===== src/rtl/zc_pkg.sv =====
`timescale 1ns/1ps
package zc_pkg;

    localparam int NMEM = 3;

    typedef enum logic [1:0] {
        SEL_PROG = 2'd0,
        SEL_DATA = 2'd1,
        SEL_SHRD = 2'd2,
        SEL_NONE = 2'd3
    } mem_sel_e;

    typedef struct packed {
        logic     wr;
        mem_sel_e sel;
        logic     val;
    } reg_cmd_t;

    function automatic int addr_bits(input int depth);
        return (depth <= 2) ? 1 : $clog2(depth);
    endfunction

    function automatic int max3(input int a, input int b, input int c);
        int m;
        m = (a > b) ? a : b;
        return (m > c) ? m : c;
    endfunction

endpackage


===== src/rtl/zc_ctrl.sv =====
`timescale 1ns/1ps
module zc_ctrl
    import zc_pkg::*;
#(
    parameter int       DEPTH = 1024,
    parameter int       AW    = 10,
    parameter mem_sel_e IDX   = SEL_PROG
) (
    input  logic          clk,
    input  logic          rst,
    input  reg_cmd_t      cmd,
    output logic          busy,
    output logic [AW-1:0] walk_addr
);
    localparam int CW   = addr_bits(DEPTH);
    localparam int LAST = DEPTH - 1;

    logic [CW-1:0] cnt;
    logic          start;
    logic          at_last;

    assign start   = cmd.wr && (cmd.sel == IDX) && cmd.val && !busy;
    assign at_last = (cnt == CW'(LAST));

    always_ff @(posedge clk) begin
        if (rst) begin
            busy <= 1'b0;
            cnt  <= '0;
        end else if (busy) begin
            if (at_last) begin
                busy <= 1'b0;
                cnt  <= '0;
            end else begin
                cnt <= cnt + 1'b1;
            end
        end else if (start) begin
            busy <= 1'b1;
            cnt  <= '0;
        end
    end

    assign walk_addr = AW'(cnt);

    p_start_at_zero_r2: assert property (@(posedge clk) disable iff (rst)
        $rose(busy) |-> walk_addr == '0);

    p_walk_step_r3: assert property (@(posedge clk) disable iff (rst)
        busy && !at_last |=> walk_addr == $past(walk_addr) + 1'b1);

    p_done_after_last_r4: assert property (@(posedge clk) disable iff (rst)
        busy && at_last |=> !busy);

    p_no_abort_r6: assert property (@(posedge clk) disable iff (rst)
        busy && !at_last |=> busy);

endmodule


===== src/rtl/zc_mux.sv =====
`timescale 1ns/1ps
module zc_mux #(
    parameter int AW = 10,
    parameter int DW = 32
) (
    input  logic          clk,
    input  logic          rst,
    input  logic          busy,
    input  logic [AW-1:0] walk_addr,
    input  logic          fn_we,
    input  logic [AW-1:0] fn_addr,
    input  logic [DW-1:0] fn_wdata,
    input  logic [DW-1:0] mem_rdata,
    output logic          fn_stall,
    output logic [DW-1:0] fn_rdata,
    output logic          mem_we,
    output logic [AW-1:0] mem_addr,
    output logic [DW-1:0] mem_wdata
);
    always_comb begin
        if (busy) begin
            mem_we    = 1'b1;
            mem_addr  = walk_addr;
            mem_wdata = '0;
            fn_stall  = fn_we;
            fn_rdata  = '0;
        end else begin
            mem_we    = fn_we;
            mem_addr  = fn_addr;
            mem_wdata = fn_wdata;
            fn_stall  = 1'b0;
            fn_rdata  = mem_rdata;
        end
    end

    p_zero_write_r3: assert property (@(posedge clk) disable iff (rst)
        busy |-> mem_we && mem_wdata == '0);

    p_stall_r8: assert property (@(posedge clk) disable iff (rst)
        fn_we && busy |-> fn_stall);

    p_read_zero_r9: assert property (@(posedge clk) disable iff (rst)
        busy |-> fn_rdata == '0);

    p_no_stall_idle_r10: assert property (@(posedge clk) disable iff (rst)
        !busy |-> !fn_stall);

endmodule


===== src/rtl/zc_engine.sv =====
`timescale 1ns/1ps
module zc_engine
    import zc_pkg::*;
#(
    parameter int DEPTH_PROG = 1024,
    parameter int DEPTH_DATA = 4096,
    parameter int DEPTH_SHRD = 16384,
    parameter int DW         = 32,
    parameter int AW         = addr_bits(max3(DEPTH_PROG, DEPTH_DATA, DEPTH_SHRD))
) (
    input  logic                 clk,
    input  logic                 rst,
    input  logic                 reg_wr,
    input  logic [1:0]           reg_addr,
    input  logic                 reg_wdata,
    output logic                 reg_rdata,
    input  logic [NMEM-1:0]      fn_we,
    input  logic [NMEM*AW-1:0]   fn_addr,
    input  logic [NMEM*DW-1:0]   fn_wdata,
    output logic [NMEM-1:0]      fn_stall,
    output logic [NMEM*DW-1:0]   fn_rdata,
    output logic [NMEM-1:0]      mem_we,
    output logic [NMEM*AW-1:0]   mem_addr,
    output logic [NMEM*DW-1:0]   mem_wdata,
    input  logic [NMEM*DW-1:0]   mem_rdata
);
    reg_cmd_t        cmd;
    logic [NMEM-1:0] busy;

    assign cmd.wr  = reg_wr;
    assign cmd.sel = mem_sel_e'(reg_addr);
    assign cmd.val = reg_wdata;

    for (genvar g = 0; g < NMEM; g++) begin : g_mem
        localparam int DEP = (g == 0) ? DEPTH_PROG :
                             (g == 1) ? DEPTH_DATA : DEPTH_SHRD;
        logic [AW-1:0] walk_addr;

        zc_ctrl #(
            .DEPTH (DEP),
            .AW    (AW),
            .IDX   (mem_sel_e'(g))
        ) u_ctrl (
            .clk       (clk),
            .rst       (rst),
            .cmd       (cmd),
            .busy      (busy[g]),
            .walk_addr (walk_addr)
        );

        zc_mux #(
            .AW (AW),
            .DW (DW)
        ) u_mux (
            .clk       (clk),
            .rst       (rst),
            .busy      (busy[g]),
            .walk_addr (walk_addr),
            .fn_we     (fn_we[g]),
            .fn_addr   (fn_addr[g*AW +: AW]),
            .fn_wdata  (fn_wdata[g*DW +: DW]),
            .mem_rdata (mem_rdata[g*DW +: DW]),
            .fn_stall  (fn_stall[g]),
            .fn_rdata  (fn_rdata[g*DW +: DW]),
            .mem_we    (mem_we[g]),
            .mem_addr  (mem_addr[g*AW +: AW]),
            .mem_wdata (mem_wdata[g*DW +: DW])
        );
    end

    always_comb begin
        case (mem_sel_e'(reg_addr))
            SEL_PROG: reg_rdata = busy[0];
            SEL_DATA: reg_rdata = busy[1];
            SEL_SHRD: reg_rdata = busy[2];
            default:  reg_rdata = 1'b0;
        endcase
    end

    p_rise_needs_write_r5: assert property (@(posedge clk) disable iff (rst)
        !busy[0] && !(reg_wr && reg_addr == 2'd0 && reg_wdata) |=> !busy[0]);

    p_unused_addr_r11: assert property (@(posedge clk) disable iff (rst)
        reg_addr == 2'd3 |-> !reg_rdata);

endmodule


===== config.mk =====
export PLATFORM = sky130hd
export DESIGN_NAME = zc_engine
export DESIGN_NICKNAME = d
export VERILOG_FILES = /design/src/rtl/zc_pkg.sv /design/src/rtl/zc_ctrl.sv /design/src/rtl/zc_mux.sv /design/src/rtl/zc_engine.sv
export SDC_FILE = /design/constraint.sdc
export NUM_CORES = 1
export LEC_CHECK = 0
export ABC_AREA = 1
export BUFFER_PORTS_ARGS = -buffer_cell sky130_fd_sc_hd__buf_2
export CAP_MARGIN = 0
export CORE_AREA = 4 4 187 189
export DETAILED_ROUTE_END_ITERATION = 7
export DIE_AREA = 0 0 191 193
export GPL_TIMING_DRIVEN = 1
export PLACE_DENSITY = 0.41
export RECOVER_POWER = 50
export SLEW_MARGIN = 20
export SYNTH_ARGS = -nofsm -noshare
export SYNTH_HDL_FRONTEND = slang
export SYNTH_SLANG_ARGS = --single-unit

===== constraint.sdc =====
create_clock -name clk -period 1.5 [get_ports clk]
set_input_delay 0.225 -clock clk [delete_from_list [all_inputs] [get_ports clk]]
set_output_delay 0.225 -clock clk [all_outputs]
set_load 0.01 [all_outputs]

==> impl_results.md, run 1 <==
* Largest net degree at the start of global routing at 58
* Largest cells by area after synthesis: inv_1 22%, nor2_1 20%, dfxtp_1 19%
* Aggregate negative setup slack at -0.351 ns
* Number of instances in the synthesized netlist at 859
* # rows at 67
* Vias in the first global route at 6118
* Overall Power at 3.89 mW
* Worst-Skew Late Latency at 0.29 ns
* Share of flip-flops with an asynchronous set or reset after synthesis at 0
* Worst reg2reg path startpoint: g_mem[1].u_ctrl.cnt[0]
* Post-DP HPWL at 18.0 mm
* Setup repair after global routing missed its margin: yes
* Remaining DRCs at 0
* Core Box Area at 33300 µm²
* Antenna violations before repair at 0
* Run status: complete, but fails checks
* Maximum number of buffers from clock root to sink at 2
* Vias per std cell at 3.65
* Met1 track demand over resource in global routing at 0.124
* Count of clock tree sinks at 39
* Routability cong. at 0.840
* Worst Setup Slack, final at -0.0218 ns
* Minimum setup slack after placement at 0.0815 ns
* Clock transition at the registers of the reported paths at 0.07 ns
* Vias after detailed routing at 6642
* Critical Path End Type: output pin
* Maximum fanout encountered on the critical timing path at 11
* Time the final worst path needs with I/O delays and setup at 1.52 ns
* Timing-limited maximum frequency at 657 MHz
* Clock tree skew after final layout at 0.00375 ns
* Number of nets still failing antenna checks after routing at 0
* Total Routed Length at 23.3 mm
* Netlist Area Pre-Place at 4210 µm²
* Die Height at 193 µm
* Worst IR drop on VDD at 0.335 mV
* TritonCTS clock tree: done
* Diode count at 0
* Required arrival time at the worst endpoint at 1.27 ns
* Top cell type's share of synthesized area at 0.219
* Number of optimization iterations in the first detailed-route pass at 4
* Commonest cells post-synth: 245 x inv_1, 225 x nor2_1, 148 x nand2_1
* I/O pin cnt at 484
* Number of nets in the final layout at 1616
* Fraction of the yosys area taken by sequential cells at 0.186
* Total CTS buffers at 5
* FF+latch count, synth at 39
* Global-route wire length before repair at 31.5 mm
* FF-to-FF path depth at 9
* Critical path launch point type: flop
* Horizontal die dimension at 191 µm
* Post-Syn Nets at 1105
* GR Util All Layers at 0.107
* CTS hold repair buffers at 0
* Cell type with the largest total area after synthesis: inv_1
* Share of layout cells above drive strength 1 at 0.464
* Post-synthesis average cell area at 4.90 µm²
* Crit Reg-Reg Endpoint: g_mem[1].u_ctrl.cnt[7]
* Violated checks: negative setup slack
* Slew margin rel. at 0.799
* Post-route fraction of the period consumed by the critical path at 1.01
* Library cell with the highest instance count after synthesis: inv_1
* Syn-to-layout area delta at 96.8%
* Average detailed-routed wire length per instance at 12.8 µm
* Final setup violating endpoints at 35
* Final max-slew violation count at 0
* CTS Root Buffer Type: clkbuf_16
* Distinct cells, synth at 29
* Top flip-flop cell by instance count after synthesis: dfxtp_1
* Pwr Density at 469 nW/µm²
* Measured slew at the worst slew-check pin at 0.301 ns
* Worst EP arrival at 1.30 ns
* Capturing element of the worst setup path: mem_addr[33]
* Area occupied by multi-input gates at 2550 µm²
* Die Outline Area at 36900 µm²
* Initial standard-cell utilization of the core at 0.126
* Starting DRC count in detailed routing at 231
* Congestion Overflow GR at 0
* Count of port buffers added during placement at 483
* Global routing met2 resource utilization at 0.203
* Global-route track usage on met3 at 0.0248
* Static power due to leakage at 4.95 nW
* Final Hold Viols at 0
* Filler instances at 3842
* Number of synthesized flops with an enable pin at 0
* Maximum level of the CTS H-tree at 2
* Setup Crit Path Kind: flop to output pin
* Reg2Reg Setup Slack at 0.13 ns
* Critical path startpoint: g_mem[2].u_ctrl.busy
* Max cap viols at 0
* Worst min-delay path category: primary input to flop
* Flip-flop and latch area at 793 µm²
* Global route hottest layer: met2
* Synthesis warning total at 0
==> report_power, final <==
group          internal, mW  switching, mW
logic                 0.825          0.912
registers              1.04         0.0126
clock network         0.616          0.481
==> how the worst min path moves through the flow <==
stage,startpoint,end,slack (ns),cells past startpoint
floorplan,reg_addr[0],g_mem[2].u_ctrl.busy,0.42,3
global placement,g_mem[1].u_ctrl.cnt[6],g_mem[1].u_ctrl.cnt[6],0.47,2
detailed placement,g_mem[1].u_ctrl.cnt[6],g_mem[1].u_ctrl.cnt[6],0.48,2
CTS,rst,g_mem[1].u_ctrl.busy,0.25,2
global route,rst,g_mem[1].u_ctrl.cnt[1],0.28,2
finish,rst,g_mem[1].u_ctrl.cnt[1],0.26,2
==> registers in the layout, indices dropped and copies added, names as in the netlist <==
name and count:
g_mem.u_ctrl.cnt 22, g_mem.u_ctrl.walk_addr 14, g_mem.u_ctrl.busy 3
==> per-stage QoR <==
stage	utilization	instance area [µm²]	instances	hold slack, ns
floorplan	-	4210	859	0.423
global placement	0.220	7330	1785	0.475
detailed placement	0.220	7330	1785	0.477
CTS	0.232	7730	1803	0.251
global route	0.249	8280	1819	0.284
finish	0.249	8280	1819	0.260
==> kinds of logic after synthesis <==
kind of cell,after synthesis,share of synthesized area
AOI/OAI and AO/OA,91,0.111
xor gates and xnor gates,2,0.00416
adders and majority gates,3,0.00892
buffers and inverters,290,0.269
DFF,39,0.186
and+or+nand+nor,434,0.422
==> cell type report <==
type / instances / share of cell area
Clock buffer: 6 / 0.0156
Clock inverter: 2 / 0.00151
Inverter: 249 / 0.114
Multi-Input combinational cell: 530 / 0.308
Sequential cell: 39 / 0.0958
Tap cell: 448 / 0.0677
Timing Repair Buffer: 545 / 0.397
==> worst max-delay path: stages (launching register included) <==
cell,delay (ns)
dfxtp_4,0.42
inv_6,0.06
buf_12,0.14
nand2_1,0.07
o21ai_2,0.05
buf_4,0.13
buf_2,0.13
==> cells in the final DEF (no fill, tap or decap), types with 7 or more instances in the layout <==
cell type	n
nand2_1	137
inv_1	243
buf_6	18
nor2_4	7
o21ai_0	17
a21oi_1	36
o21ai_1	15
nand3_1	29
nor2_1	200
buf_2	473
clkbuf_16	11
nor2_2	26
nand4_1	8
nand2_2	9
buf_12	9
dfxtp_1	35
o21ai_2	15
buf_4	27
==> routing by layer <==
metal,up-vias,routed length (µm)
li1,3476,-
met2,288,11700
met3,11,1850
met4,0,191
met5,-,0
met1,2867,9500
==> repair_timing <==
action	4_1_cts	5_1_grt
setup buffers	6	8
setup endpoints to repair	25	116
cloned	4	8
resized for setup	37	106
pin swaps	1	4
No activity file was read; power rests on OpenSTA's default activity.
==> run 2: changes to the inputs <==
--- a/config.mk
+++ b/config.mk
@@ -11,7 +11,7 @@
 export CORE_AREA = 4 4 187 189
 export DETAILED_ROUTE_END_ITERATION = 7
 export DIE_AREA = 0 0 191 193
-export GPL_TIMING_DRIVEN = 1
+export GPL_TIMING_DRIVEN = 0
 export PLACE_DENSITY = 0.41
 export RECOVER_POWER = 50
 export SLEW_MARGIN = 20
==> run 2 against run 1 <==
Against the previous run:
- the flow still finishes with violations (negative setup slack)
- design area up 11%
- sequential power about the same
- worst hold slack better by 0.055 ns
- via count up 1.8%
- sequential share of layout area down 0.83 points
- core utilization up 2.8 points
- critical path type unchanged
==> impl_results.md, run 2 (synthesized netlist as in run 1, its figures left out) <==
* Max cap viols at 0
* Maximum level of the CTS H-tree at 2
* Violated checks: negative setup slack
* Timing-limited maximum frequency at 636 MHz
* CTS Root Buffer Type: clkbuf_16
* Starting DRC count in detailed routing at 251
* Remaining DRCs at 0
* CTS hold repair buffers at 0
* Routability cong. at 0.875
* # rows at 67
* Count of port buffers added during placement at 483
* Number of nets in the final layout at 1620
* Cell Area, Placed at 7190 µm²
* Slew margin rel. at 0.551
* Run status: complete, but fails checks
* Worst EP arrival at 1.35 ns
* Count of clock tree sinks at 39
* Diode count at 0
* Worst min-delay path category: primary input to flop
* Antenna violations before repair at 0
* Die Outline Area at 36900 µm²
* Setup Crit Path Kind: flop to output pin
* Total CTS buffers at 5
* Filler instances at 3724
* Critical Path End Type: output pin
* Final Hold Viols at 0
* Largest net degree at the start of global routing at 12
* Most frequent cells in the layout: 437 x buf_2, 242 x inv_1, 127 x nand2_1
* Final standard cell count with taps included and fillers excluded at 1823
* Measured slew at the worst slew-check pin at 0.673 ns
* Maximum number of buffers from clock root to sink at 2
* Final setup violating endpoints at 48
* Syn-to-layout area delta at 119%
* Register with the most flip-flops: g_mem.u_ctrl.cnt
* Die Height at 193 µm
* Aggregate negative setup slack at -1.16 ns
* Worst IR drop on VDD at 0.328 mV
* Core Box Area at 33300 µm²
* Total Routed Length at 25.0 mm
* Vias per std cell at 3.71
* Share of layout cells above drive strength 1 at 0.538
* Critical path launch point type: flop
* Average detailed-routed wire length per instance at 13.7 µm
* Horizontal die dimension at 191 µm
* Vias in the first global route at 6283
* Initial standard-cell utilization of the core at 0.126
* Post-DP HPWL at 19.5 mm
* Cells after DPL at 1790
* Global-route wire length before repair at 33.3 mm
* Number of optimization iterations in the first detailed-route pass at 4
* Final max-slew violation count at 0
* Design area at 9210 µm²
* Number of nets still failing antenna checks after routing at 0
* Minimum setup slack after placement at -0.425 ns
* Setup repair after global routing missed its margin: yes
* Worst-Skew Late Latency at 0.29 ns
* Maximum fanout encountered on the critical timing path at 8
* Static power due to leakage at 5.17 nW
* Post-route fraction of the period consumed by the critical path at 1.05
* Clock transition at the registers of the reported paths at 0.06 ns
* GR Util All Layers at 0.115
* Pwr Density at 453 nW/µm²
* Overall Power at 4.18 mW
* Clock tree skew after final layout at 0.00400 ns
* Vias after detailed routing at 6764
* I/O pin cnt at 484
* Worst Setup Slack, final at -0.0729 ns
* Time the final worst path needs with I/O delays and setup at 1.57 ns
* TritonCTS clock tree: done
* Congestion Overflow GR at 0
* Most common cell after layout, fill and taps aside: buf_2
* Required arrival time at the worst endpoint at 1.27 ns
* Flip-flop count of the largest register after layout at 22
-- run 2: cell types whose count changed in the layout (fill, tap and decap cells not counted), moves of 10 or more --
cell,delta
buf_2,-36
buf_6,+38
nand2_1,-10
nor2_1,-81
nor2_2,+43
nor2_4,+38
-- run 2: final cells by class --
cell class | instances | area (µm²) | area share
Timing Repair Buffer | 511 | 3180 | 0.345
Inverter | 249 | 957 | 0.104
Multi-Input combinational cell | 530 | 3040 | 0.330
Buffer | 38 | 524 | 0.0569
Sequential cell | 39 | 806 | 0.0875
Tap cell | 448 | 561 | 0.0609
Clock inverter | 1 | 5.00 | 0.000543
Clock buffer | 7 | 133 | 0.0144
-- run 2: what timing repair did --
action,CTS,global route
hold endpoints to repair,0,0
cloned,7,9
buffers inserted,6,6
endpoints found under the setup margin,245,219
resized for setup,180,268
pin swaps,6,40
-- run 2: through the flow --
| step | utilization | hold WS (ns) |
|---|---|---|
| finish | 0.277 | 0.315 |
| global route | 0.277 | 0.308 |
| CTS | 0.241 | 0.247 |
| detailed placement | 0.216 | 0.482 |
| global placement | 0.216 | 0.473 |
| floorplan | - | 0.423 |
-- run 2: where the power goes --
| part | switching, mW | internal (mW) | leakage [nW] |
|---|---|---|---|
| registers | 0.0134 | 1.04 | 0.320 |
| logic | 1.04 | 1.01 | 4.78 |
| clock network | 0.465 | 0.616 | 0.0679 |
| total | 1.52 | 2.66 | 5.17 |
-- run 2: per-layer routing --
layer / track usage / vias to the layer above / part of all wire
met3: 0.0297 / 12 / 0.077
met4: 0.0169 / 0 / 0.010
met2: 0.219 / 286 / 0.52
met1: 0.132 / 2974 / 0.39
li1: - / 3492 / -
met5: 0 / - / 0
-- run 2: worst max-delay path, stage by stage, from the launching register on --
cell	delay, ns
dfxtp_4	0.36
buf_12	0.13
buf_12	0.15
buf_6	0.12
nand2_4	0.06
o311ai_4	0.08
buf_6	0.14
-- run 2: final timing paths --
path                                        startpoint                       to  slack (ns)  cells past startpoint
worst max-delay path              g_mem[0].u_ctrl.busy                reg_rdata       -0.07                      6
worst min-delay path                       reg_addr[1]     g_mem[0].u_ctrl.busy        0.32                      4
worst max register to register  g_mem[1].u_ctrl.cnt[0]  g_mem[1].u_ctrl.cnt[11]        0.02                      8
worst min register to register  g_mem[1].u_ctrl.cnt[6]   g_mem[1].u_ctrl.cnt[6]        0.49                      2
